===== src/rtl/pcm_port_pkg.sv =====
package pcm_port_pkg;
  typedef enum logic {
    SYNC_LONG  = 1'b0,
    SYNC_SHORT = 1'b1
  } sync_mode_e;

  function automatic int unsigned word_len(input logic lin, input int unsigned lin_w,
                                           input int unsigned cmp_w);
    return lin ? lin_w : cmp_w;
  endfunction
endpackage


===== src/rtl/pcm_frame_sync.sv =====
module pcm_frame_sync
  import pcm_port_pkg::*;
(
  input  logic clk_i,
  input  logic rst_ni,
  input  logic pd_i,
  input  logic short_frame_i,
  input  logic sync_i,
  output logic start_o
);
  logic sync_q, sync_q2;
  logic rise_now, rise_late;

  always_ff @(posedge clk_i or negedge rst_ni) begin
    if (!rst_ni) begin
      sync_q  <= 1'b0;
      sync_q2 <= 1'b0;
    end else begin
      sync_q  <= sync_i;
      sync_q2 <= sync_q;
    end
  end

  assign rise_now  = sync_i & ~sync_q;
  assign rise_late = sync_q & ~sync_q2;

  always_comb begin
    unique case (sync_mode_e'(short_frame_i))
      SYNC_SHORT: start_o = rise_late & ~pd_i;
      default:    start_o = rise_now & ~pd_i;
    endcase
  end

  AST_START_SINGLE: assert property (@(posedge clk_i) disable iff (!rst_ni)
    (start_o && !short_frame_i) |=> !start_o);
endmodule


===== src/rtl/pcm_tx_serializer.sv =====
module pcm_tx_serializer #(
  parameter int unsigned LIN_W = 14,
  parameter int unsigned CMP_W = 8,
  parameter int unsigned CNT_W = $clog2(LIN_W + 1)
) (
  input  logic             clk_i,
  input  logic             rst_ni,
  input  logic             pd_i,
  input  logic             start_i,
  input  logic             lin_i,
  input  logic             tx_en_i,
  input  logic [LIN_W-1:0] tx_word_i,
  output logic             bit_o
);
  import pcm_port_pkg::*;

  localparam logic [CNT_W-1:0] LEFT_LIN = CNT_W'(LIN_W - 1);
  localparam logic [CNT_W-1:0] LEFT_CMP = CNT_W'(CMP_W - 1);

  logic [LIN_W-1:0] sh_q, aligned;
  logic [CNT_W-1:0] left_q;
  logic             en_q;

  // companded word is MSB-aligned so one shift path serves both formats
  assign aligned = lin_i ? tx_word_i
                         : {tx_word_i[CMP_W-1:0], {(LIN_W - CMP_W){1'b0}}};

  always_ff @(posedge clk_i or negedge rst_ni) begin
    if (!rst_ni) begin
      sh_q   <= '0;
      left_q <= '0;
      en_q   <= 1'b0;
      bit_o  <= 1'b0;
    end else if (pd_i) begin
      left_q <= '0;
      en_q   <= 1'b0;
      bit_o  <= 1'b0;
    end else if (start_i) begin
      en_q   <= tx_en_i;
      bit_o  <= tx_en_i & aligned[LIN_W-1];
      sh_q   <= aligned << 1;
      left_q <= lin_i ? LEFT_LIN : LEFT_CMP;
    end else if (left_q != '0) begin
      bit_o  <= en_q & sh_q[LIN_W-1];
      sh_q   <= sh_q << 1;
      left_q <= left_q - 1'b1;
    end else begin
      bit_o  <= 1'b0;
    end
  end

  AST_TX_IDLE_LOW: assert property (@(posedge clk_i) disable iff (!rst_ni)
    bit_o |-> $past(start_i || left_q != '0));
  AST_TX_OFF_LOW: assert property (@(posedge clk_i) disable iff (!rst_ni)
    !en_q |-> !bit_o);
  AST_TX_CNT_RANGE: assert property (@(posedge clk_i) disable iff (!rst_ni)
    left_q < CNT_W'(LIN_W));
endmodule


===== src/rtl/pcm_rx_deserializer.sv =====
module pcm_rx_deserializer #(
  parameter int unsigned LIN_W = 14,
  parameter int unsigned CMP_W = 8,
  parameter int unsigned CNT_W = $clog2(LIN_W + 1)
) (
  input  logic             clk_i,
  input  logic             rst_ni,
  input  logic             pd_i,
  input  logic             start_i,
  input  logic             lin_i,
  input  logic             rx_en_i,
  input  logic             pcm_i,
  output logic [LIN_W-1:0] data_o,
  output logic             valid_o,
  output logic             sign_o
);
  localparam logic [CNT_W-1:0] LEN_LIN = CNT_W'(LIN_W);
  localparam logic [CNT_W-1:0] LEN_CMP = CNT_W'(CMP_W);

  logic             smp_q;
  logic [LIN_W-1:0] sh_q, nxt;
  logic [CNT_W-1:0] left_q;
  logic             en_q, lin_q;

  // mid-bit capture on the falling edge
  always_ff @(negedge clk_i or negedge rst_ni) begin
    if (!rst_ni) smp_q <= 1'b0;
    else         smp_q <= pcm_i;
  end

  assign nxt = {sh_q[LIN_W-2:0], smp_q};

  always_ff @(posedge clk_i or negedge rst_ni) begin
    if (!rst_ni) begin
      sh_q    <= '0;
      left_q  <= '0;
      en_q    <= 1'b0;
      lin_q   <= 1'b0;
      data_o  <= '0;
      valid_o <= 1'b0;
      sign_o  <= 1'b0;
    end else if (pd_i) begin
      left_q  <= '0;
      valid_o <= 1'b0;
    end else if (start_i) begin
      sh_q    <= '0;
      left_q  <= lin_i ? LEN_LIN : LEN_CMP;
      en_q    <= rx_en_i;
      lin_q   <= lin_i;
      valid_o <= 1'b0;
    end else if (left_q != '0) begin
      sh_q    <= nxt;
      left_q  <= left_q - 1'b1;
      valid_o <= 1'b0;
      if (left_q == CNT_W'(1) && en_q) begin
        valid_o <= 1'b1;
        data_o  <= lin_q ? nxt : LIN_W'(nxt[CMP_W-1:0]);
        sign_o  <= lin_q ? nxt[LIN_W-1] : nxt[CMP_W-1];
      end
    end else begin
      valid_o <= 1'b0;
    end
  end

  AST_VALID_ONE_CYCLE: assert property (@(posedge clk_i) disable iff (!rst_ni)
    valid_o |=> !valid_o);
  AST_SIGN_MATCH: assert property (@(posedge clk_i) disable iff (!rst_ni)
    valid_o |-> sign_o == (lin_q ? data_o[LIN_W-1] : data_o[CMP_W-1]));
  AST_PD_NO_VALID: assert property (@(posedge clk_i) disable iff (!rst_ni)
    pd_i |=> !valid_o);
  AST_RXOFF_HOLD: assert property (@(posedge clk_i) disable iff (!rst_ni)
    !en_q |=> ($stable(data_o) && $stable(sign_o)));
  AST_RX_CNT_RANGE: assert property (@(posedge clk_i) disable iff (!rst_ni)
    left_q <= CNT_W'(LIN_W));
endmodule


===== src/rtl/pcm_frame_port.sv =====
module pcm_frame_port #(
  parameter int unsigned LIN_W = 14,
  parameter int unsigned CMP_W = 8
) (
  input  logic             clk_i,
  input  logic             rst_ni,
  input  logic             pd_i,
  input  logic             short_frame_i,
  input  logic             lin_mode_i,
  input  logic             sync_i,
  input  logic             tx_en_i,
  input  logic [LIN_W-1:0] tx_sample_i,
  input  logic             rx_en_i,
  input  logic             pcm_i,
  output logic             pcm_o,
  output logic [LIN_W-1:0] rx_sample_o,
  output logic             rx_valid_o,
  output logic             rx_sign_o
);
  localparam int unsigned CNT_W = $clog2(LIN_W + 1);

  logic start, tx_bit;

  pcm_frame_sync u_sync (
    .clk_i        (clk_i),
    .rst_ni       (rst_ni),
    .pd_i         (pd_i),
    .short_frame_i(short_frame_i),
    .sync_i       (sync_i),
    .start_o      (start)
  );

  pcm_tx_serializer #(.LIN_W(LIN_W), .CMP_W(CMP_W), .CNT_W(CNT_W)) u_tx (
    .clk_i    (clk_i),
    .rst_ni   (rst_ni),
    .pd_i     (pd_i),
    .start_i  (start),
    .lin_i    (lin_mode_i),
    .tx_en_i  (tx_en_i),
    .tx_word_i(tx_sample_i),
    .bit_o    (tx_bit)
  );

  pcm_rx_deserializer #(.LIN_W(LIN_W), .CMP_W(CMP_W), .CNT_W(CNT_W)) u_rx (
    .clk_i  (clk_i),
    .rst_ni (rst_ni),
    .pd_i   (pd_i),
    .start_i(start),
    .lin_i  (lin_mode_i),
    .rx_en_i(rx_en_i),
    .pcm_i  (pcm_i),
    .data_o (rx_sample_o),
    .valid_o(rx_valid_o),
    .sign_o (rx_sign_o)
  );

  // parked high in power-down
  assign pcm_o = pd_i | tx_bit;

  AST_PD_TX_CLEARED: assert property (@(posedge clk_i) disable iff (!rst_ni)
    $past(pd_i) |-> !tx_bit);
endmodule


===== config.mk =====
export PLATFORM = sky130hd
export DESIGN_NAME = pcm_frame_port
export DESIGN_NICKNAME = d
export VERILOG_FILES = /design/src/rtl/pcm_port_pkg.sv /design/src/rtl/pcm_frame_sync.sv /design/src/rtl/pcm_tx_serializer.sv /design/src/rtl/pcm_rx_deserializer.sv /design/src/rtl/pcm_frame_port.sv
export SDC_FILE = /design/constraint.sdc
export NUM_CORES = 1
export LEC_CHECK = 0
export ABC_AREA = 1
export BUFFER_PORTS_ARGS = -buffer_cell sky130_fd_sc_hd__buf_2
export CORE_MARGIN = 4
export CORE_UTILIZATION = 30
export DETAILED_ROUTE_END_ITERATION = 16
export GPL_ROUTABILITY_DRIVEN = 0
export HOLD_SLACK_MARGIN = 0.03
export PLACE_DENSITY = 0.55
export SETUP_SLACK_MARGIN = 0.1
export SLEW_MARGIN = 10
export SYNTH_ARGS = -nofsm -noshare
export SYNTH_HDL_FRONTEND = slang
export SYNTH_HIERARCHICAL = 1
export SYNTH_SLANG_ARGS = --single-unit

===== constraint.sdc =====
create_clock -name clk_i -period 2 [get_ports clk_i]
set_input_delay 0.6 -clock clk_i [delete_from_list [all_inputs] [get_ports clk_i]]
set_output_delay 0.6 -clock clk_i [all_outputs]
set_load 0.02 [all_outputs]

==> results.toml, run 1 <==
[floorplanning]
die-width_um = 104
core_area_um2 = 8810
die_h_um = 104
ioPinCount = 40
die-area_um2 = 10700
rows = 34
initial_core_util_pct = 31.2

[placement]
io_buffers = 39
dp.final_hpwl_um = 4270
place_ws_ns = 0.143

[pwr]
peakVddDrop_uv = 416
leakage_nw = 1.87
power_density_nw_per_um2 = 1230
clkPwrFrac_pct = 27.3
p_int_mw = 2.48
swShare_pct = 37.5
pwr-share-comb_pct = 30.0
switchingPower_mw = 1.49
p_seq_share_pct = 42.7

[grt]
top_usage_layer = "met2"
grt_overflow = 0
grt_pass1_wl_um = 10800
grt_start_max_net_pins = 57
grt_pass1_vias = 2233
antenna_found_initial = 0
grt_use_met3_pct = 2.49
met2_usage_pct = 18.6
grt_util_all_layers_pct = 12.4
use_met1_pct = 17.0

[setup_path]
crit_fanout = 8
worstPathRequired_ns = 1.40
cp_top_family = "buffers and inverters"
cp_cell_sequence = "buf_2 -> buf_4 -> inv_1 -> nand2_1 -> buf_2"
slowest_delay_ns = 0.17
slowest_stage = "buf_4"
criticalPathCategory = "in2out"
crit_arrival_ns = 1.13
timing.critical_path.buf_inv = 4
end_kind = "output pin"
crit_top_cell = "buf_2"
startpoint_type = "input pin"

[sta]
fmax_mhz = 579
slew_violations = 0
tightest_slew_ns = 0.703
setup_slack_ns = 0.274
min_period_ns = 1.73
grt_setup_unrepaired = "false"
finalHoldViolCount = 0
setup_viol = 0
worst_slew_margin_rel_pct = 53.1
setup_tns_ns = 0
finClkSkew_ns = 0.0117
period_share_pct = 86.3

[routing]
drt_iter0_markers = 107
drc = 0
wl_per_cell_um = 11.7
drt-total-wl_um = 5940
antenna_left = 0
viasPerCell = 4.38
num_vias = 2223
dr.pass1.iters = 4

[logic_synthesis]
yosys.area.top_type = "dfrtp_1"
ys.warnings.count = 6
yosysSeqAreaShare_pct = 52.0
syn-cell-area_um2 = 2740
netlist_top_cells_area = "dfrtp_1 (51%), nand2_1 (23%), o21ai_0 (4.4%)"
synth.distinct_cells = 24
ys_ff_latch = 57
yosysTopAreaCellShare_pct = 51.1
synth_cells = 347
syn_area_per_cell_um2 = 7.91
synth_fp_nets = 374

[clock_network]
cts.sink_count = 57
hold_buffers = 0
cts-resized-gates = 0
clkLatencyLatePin_ns = 0.33
cts_root_buffer = "clkbuf_8"
cts_tree = "yes"
clk_path_buf_depth = 2
htreeDepth = 3
postCtsSetupBuffers = 0
cts_made_buffers = 9
path_clk_slew_ns = 0.07

[final_layout]
antennaDiodeCount = 0
area_growth_pct = 18.1
layout.area.seq_um2 = 1430
drive_above_1_share_pct = 19.8
fillCellCount = 938
layout_common_cells = "nand2_1 (169), dfrtp_1 (56), buf_2 (39)"
fin_nets = 422
multi_input_comb_area_um2 = 1100
layout_commonest_cell = "nand2_1"

[job]
maxCapViolCount = 0

[run_status]
outcome = "complete, no violations"

[worst_hold_path]
hold_class = "in2reg"
per-stage QoR:
step / cells / total power [mW] / util [%] / instance area (µm²) / hold WS [ns]
global placement: 492 / 2.90 / 34.5 / 3040 / 0.382
detailed placement: 492 / 2.92 / 34.5 / 3040 / 0.396
CTS: 508 / 4.03 / 36.8 / 3240 / 0.370
floorplan: 347 / 2.63 / - / 2740 / 0.304
finish: 508 / 3.97 / 36.8 / 3240 / 0.391
global route: 508 / 4.35 / 36.8 / 3240 / 0.374
power by group through the flow:
stage | logic [mW] | registers (mW) | clock network [mW]
CTS | 1.21 | 1.70 | 1.12
finish | 1.19 | 1.70 | 1.09
global route | 1.41 | 1.75 | 1.19
floorplan | 0.916 | 1.72 | 0
global placement | 1.18 | 1.71 | 0
detailed placement | 1.21 | 1.71 | 0
sequential cells by signal, indices dropped and copies added, names as in the netlist:
signal          flops
u_rx/lin_q          1
u_rx/en_q           1
u_sync/sync_q       1
u_tx/en_q           1
u_tx/sh_q          13
u_rx/left_q         4
u_tx/left_q         4
u_sync/sync_q2      1
u_rx/smp_q          1
u_rx/valid_o        1
u_rx/sh_q          13
u_rx/data_o        14
u_tx/bit_o          1
u_rx/sign_o         1
area by class of cell:
type,count,area share [%]
sequential,57,44.0
multi-input combinational,248,33.9
timing repair buffer,47,7.87
tap,108,4.17
inverter,32,3.86
clock buffer,9,3.82
clock inverter,7,2.39
cells by family (layout without fill, tap and decap cells):
family | Yosys count | count (layout) | share of synthesized area [%]
simple gates | 202 | 202 | 30.4
flops | 57 | 57 | 52.0
buf+inv | 42 | 95 | 7.98
compound gates | 41 | 41 | 7.48
fa+ha+maj | 4 | 4 | 1.82
xor+xnor | 1 | 1 | 0.319
synthesized netlist by cell type:
library cell	instances
ha_1	4
o21ai_1	9
nor2_1	17
nor2_8	1
dfrtp_1	56
nand2_1	169
or2_2	1
inv_1	27
buf_4	1
nor2_4	3
buf_2	3
dfrtn_1	1
inv_4	2
nor2_2	1
a21oi_1	8
nand3_1	5
nand3_2	1
nand2_2	2
o21ai_0	24
xnor2_1	1
inv_2	3
nand2_4	2
buf_6	5
buf_8	1
path summary, 6_finish.rpt:
path | from | end | slack [ns] | depth (start not counted)
max | pd_i | pcm_o | 0.27 | 5
min | sync_i | u_sync/sync_q$_DFF_PN0_ | 0.39 | 1
max reg2reg | u_rx/left_q[0]$_DFFE_PN0P_ | u_rx/sign_o$_DFFE_PN0P_ | 0.38 | 7
min reg2reg | u_sync/sync_q$_DFF_PN0_ | u_sync/sync_q2$_DFF_PN0_ | 0.41 | 0
max in group asynchronous | rst_ni | u_rx/smp_q$_DFF_NN0_ | 0.92 | 1
min in group asynchronous | rst_ni | u_tx/sh_q[8]$_DFFE_PN0P_ | 0.44 | 2
metal layers:
metal	share of wire [%]	routed length, µm	vias up
li1	-	-	1153
met1	49	2930	1031
met2	46	2750	34
met3	2.8	169	5
met4	1.5	89	0
met5	0	0	-
Power figures use the tool's default switching activity.
==> run 2: changes to the inputs <==
- SYNTH_HIERARCHICAL: 1 -> unset
==> results.toml, run 2 <==
[routing]
drt-total-wl_um = 6140
wl_per_cell_um = 11.3
drt_iter0_markers = 123
drc = 0
antenna_left = 0
dr.pass1.iters = 4
num_vias = 2421
viasPerCell = 4.46

[final_layout]
fin_nets = 436
layout_common_cells = "nand2_1 (151), nand3_1 (60), dfrtp_1 (56)"
top_register = "u_rx.data_o"
reg_top3 = "u_rx.data_o x14, u_rx.sh_q x13, u_tx.sh_q x13"
largest_register_ffs = 14
antennaDiodeCount = 0
fin_area_um2 = 3430
layout_commonest_cell = "nand2_1"
drive_above_1_share_pct = 19.3
area_growth_pct = 18.0
fillCellCount = 998

[sta]
setup_viol = 0
period_share_pct = 89.0
worst_slew_margin_rel_pct = 52.2
min_period_ns = 1.78
slew_violations = 0
finalHoldViolCount = 0
tightest_slew_ns = 0.716
grt_setup_unrepaired = "false"
setup_tns_ns = 0
finClkSkew_ns = 0.0114
fmax_mhz = 562
setup_slack_ns = 0.220

[clock_network]
cts-resized-gates = 0
clkLatencyLatePin_ns = 0.33
htreeDepth = 3
cts_root_buffer = "clkbuf_8"
cts_made_buffers = 9
cts.sink_count = 57
path_clk_slew_ns = 0.07
postCtsSetupBuffers = 0
cts_tree = "yes"
clk_path_buf_depth = 2
hold_buffers = 0

[setup_path]
worstPathRequired_ns = 1.40
r2r_cells = 7
end_kind = "output pin"
startpoint_type = "input pin"
r2r-end = "u_rx.data_o[13]$_DFFE_PN0P_"
cp-endpoint = "pcm_o"
timing.rr.start = "u_rx.left_q[0]$_DFFE_PN0P_"
crit_arrival_ns = 1.18
crit_fanout = 4
criticalPathCategory = "in2out"
cp-startpoint = "pd_i"
rrSetupSlack_ns = 0.38

[placement]
placedInstanceArea_um2 = 3220
dp.final_hpwl_um = 4220
io_buffers = 39
place_ws_ns = 0.147

[logic_synthesis]
synth.distinct_cells = 26
yosysTopAreaCellShare_pct = 48.3
yosys.area_share.simple_pct = 36.1
yosysSeqAreaShare_pct = 49.1
ys_ff_latch = 57
ys.warnings.count = 0
async_flop_share_pct = 100
synthAdderAreaFrac_pct = 1.72
yosys.area.top_type = "dfrtp_1"
synth_edf_count = 0
netlist_top_cells_area = "dfrtp_1 (48%), nand2_1 (20%), nand3_1 (10%)"
muxShareOfSynthArea_pct = 0
yosysMostFrequentCell = "nand2_1"
synth-compound-area-share_pct = 4.14
syn_area_per_cell_um2 = 7.89
synth_common_cells = "nand2_1 (151), nand3_1 (60), dfrtp_1 (56), inv_1 (25), o21ai_0 (22)"
synth_cells = 368
syn-cell-area_um2 = 2900
synth-xor-area-share_pct = 0.905
synth_top_family_by_area = "simple AND/OR/NAND/NOR gates"
synth_fp_nets = 395
ys.flop_type = "dfrtp_1"

[grt]
grt_overflow = 0
grt_pass1_vias = 2370
grt_pass1_wl_um = 11200
antenna_found_initial = 0
grt_util_all_layers_pct = 12.2
grt_start_max_net_pins = 57

[worst_hold_path]
hold_class = "in2async"

[floorplanning]
die_h_um = 106
initial_core_util_pct = 31.1
die-area_um2 = 11300
core_area_um2 = 9330
rows = 35
die-width_um = 106
ioPinCount = 40

[pwr]
power.total_mw = 3.79
power_density_nw_per_um2 = 1110
leakage_nw = 1.99
peakVddDrop_uv = 501

[job]
maxCapViolCount = 0

[run_status]
outcome = "complete, no violations"
## run 2: cell count changes after synthesis, sizes merged, moves of 4 or more
cell and delta:
nand3 +55, nor2 -16, nand2 -14, o21ai -10, a21oi -7, buf +7, inv -5, nand4 +4
## run 2: report_power, final
group / total (mW) / internal [mW] / switching (mW)
logic: 1.09 / 0.395 / 0.694
registers: 1.59 / 1.41 / 0.176
clock network: 1.11 / 0.643 / 0.469
total: 3.79 / 2.45 / 1.34
## run 2: layout make-up
class	count	area [µm²]	area share, %
Multi-Input combinational cell	264	1240	36.3
Timing Repair Buffer	49	283	8.25
Clock inverter	4	51.3	1.50
Sequential cell	57	1430	41.6
Inverter	28	105	3.07
Clock buffer	12	155	4.53
Tap cell	129	161	4.71
## run 2: worst max-delay path, stage by stage
cell	delay [ns]
buf_2	0.13
or2_2	0.29
buf_2	0.16
## run 2: worst min path at each step
stage                                            end  depth (start not counted)                    start
after floorplan           u_rx.data_o[0]$_DFFE_PN0P_                          0                   rst_ni
after global placement      u_sync.sync_q2$_DFF_PN0_                          0  u_sync.sync_q$_DFF_PN0_
after detailed placement    u_sync.sync_q2$_DFF_PN0_                          0  u_sync.sync_q$_DFF_PN0_
after CTS                    u_sync.sync_q$_DFF_PN0_                          1                   sync_i
after global routing         u_sync.sync_q$_DFF_PN0_                          1                   sync_i
final                       u_rx.sh_q[0]$_DFFE_PN0P_                          2                   rst_ni
## run 2: logic make-up (layout without fill, tap and decap cells)
| kind of cell | after synthesis | in the layout |
|---|---|---|
| AO/OA/AOI/OAI | 24 | 24 |
| XOR/XNOR | 3 | 3 |
| adder cells (fa/ha/maj) | 4 | 4 |
| buffers and inverters | 47 | 93 |
| flip-flops | 57 | 57 |
| AND/OR/NAND/NOR | 233 | 233 |
## run 2: metrics by stage
stage	utilization [%]	hold WS (ns)	instances
finish	36.7	0.415	543
global route	36.7	0.394	543
CTS	36.7	0.398	543
detailed placement	34.5	0.407	527
global placement	34.5	0.404	527
floorplan	-	0.304	368
## run 2: per-layer routing
metal  GRT usage, %  vias up  wire, µm
li1               -     1248         -
met1           16.3     1104      3080
met2           18.4       62      2650
met3           4.68        7       358
met4           3.42        0        53
met5              0        -         0
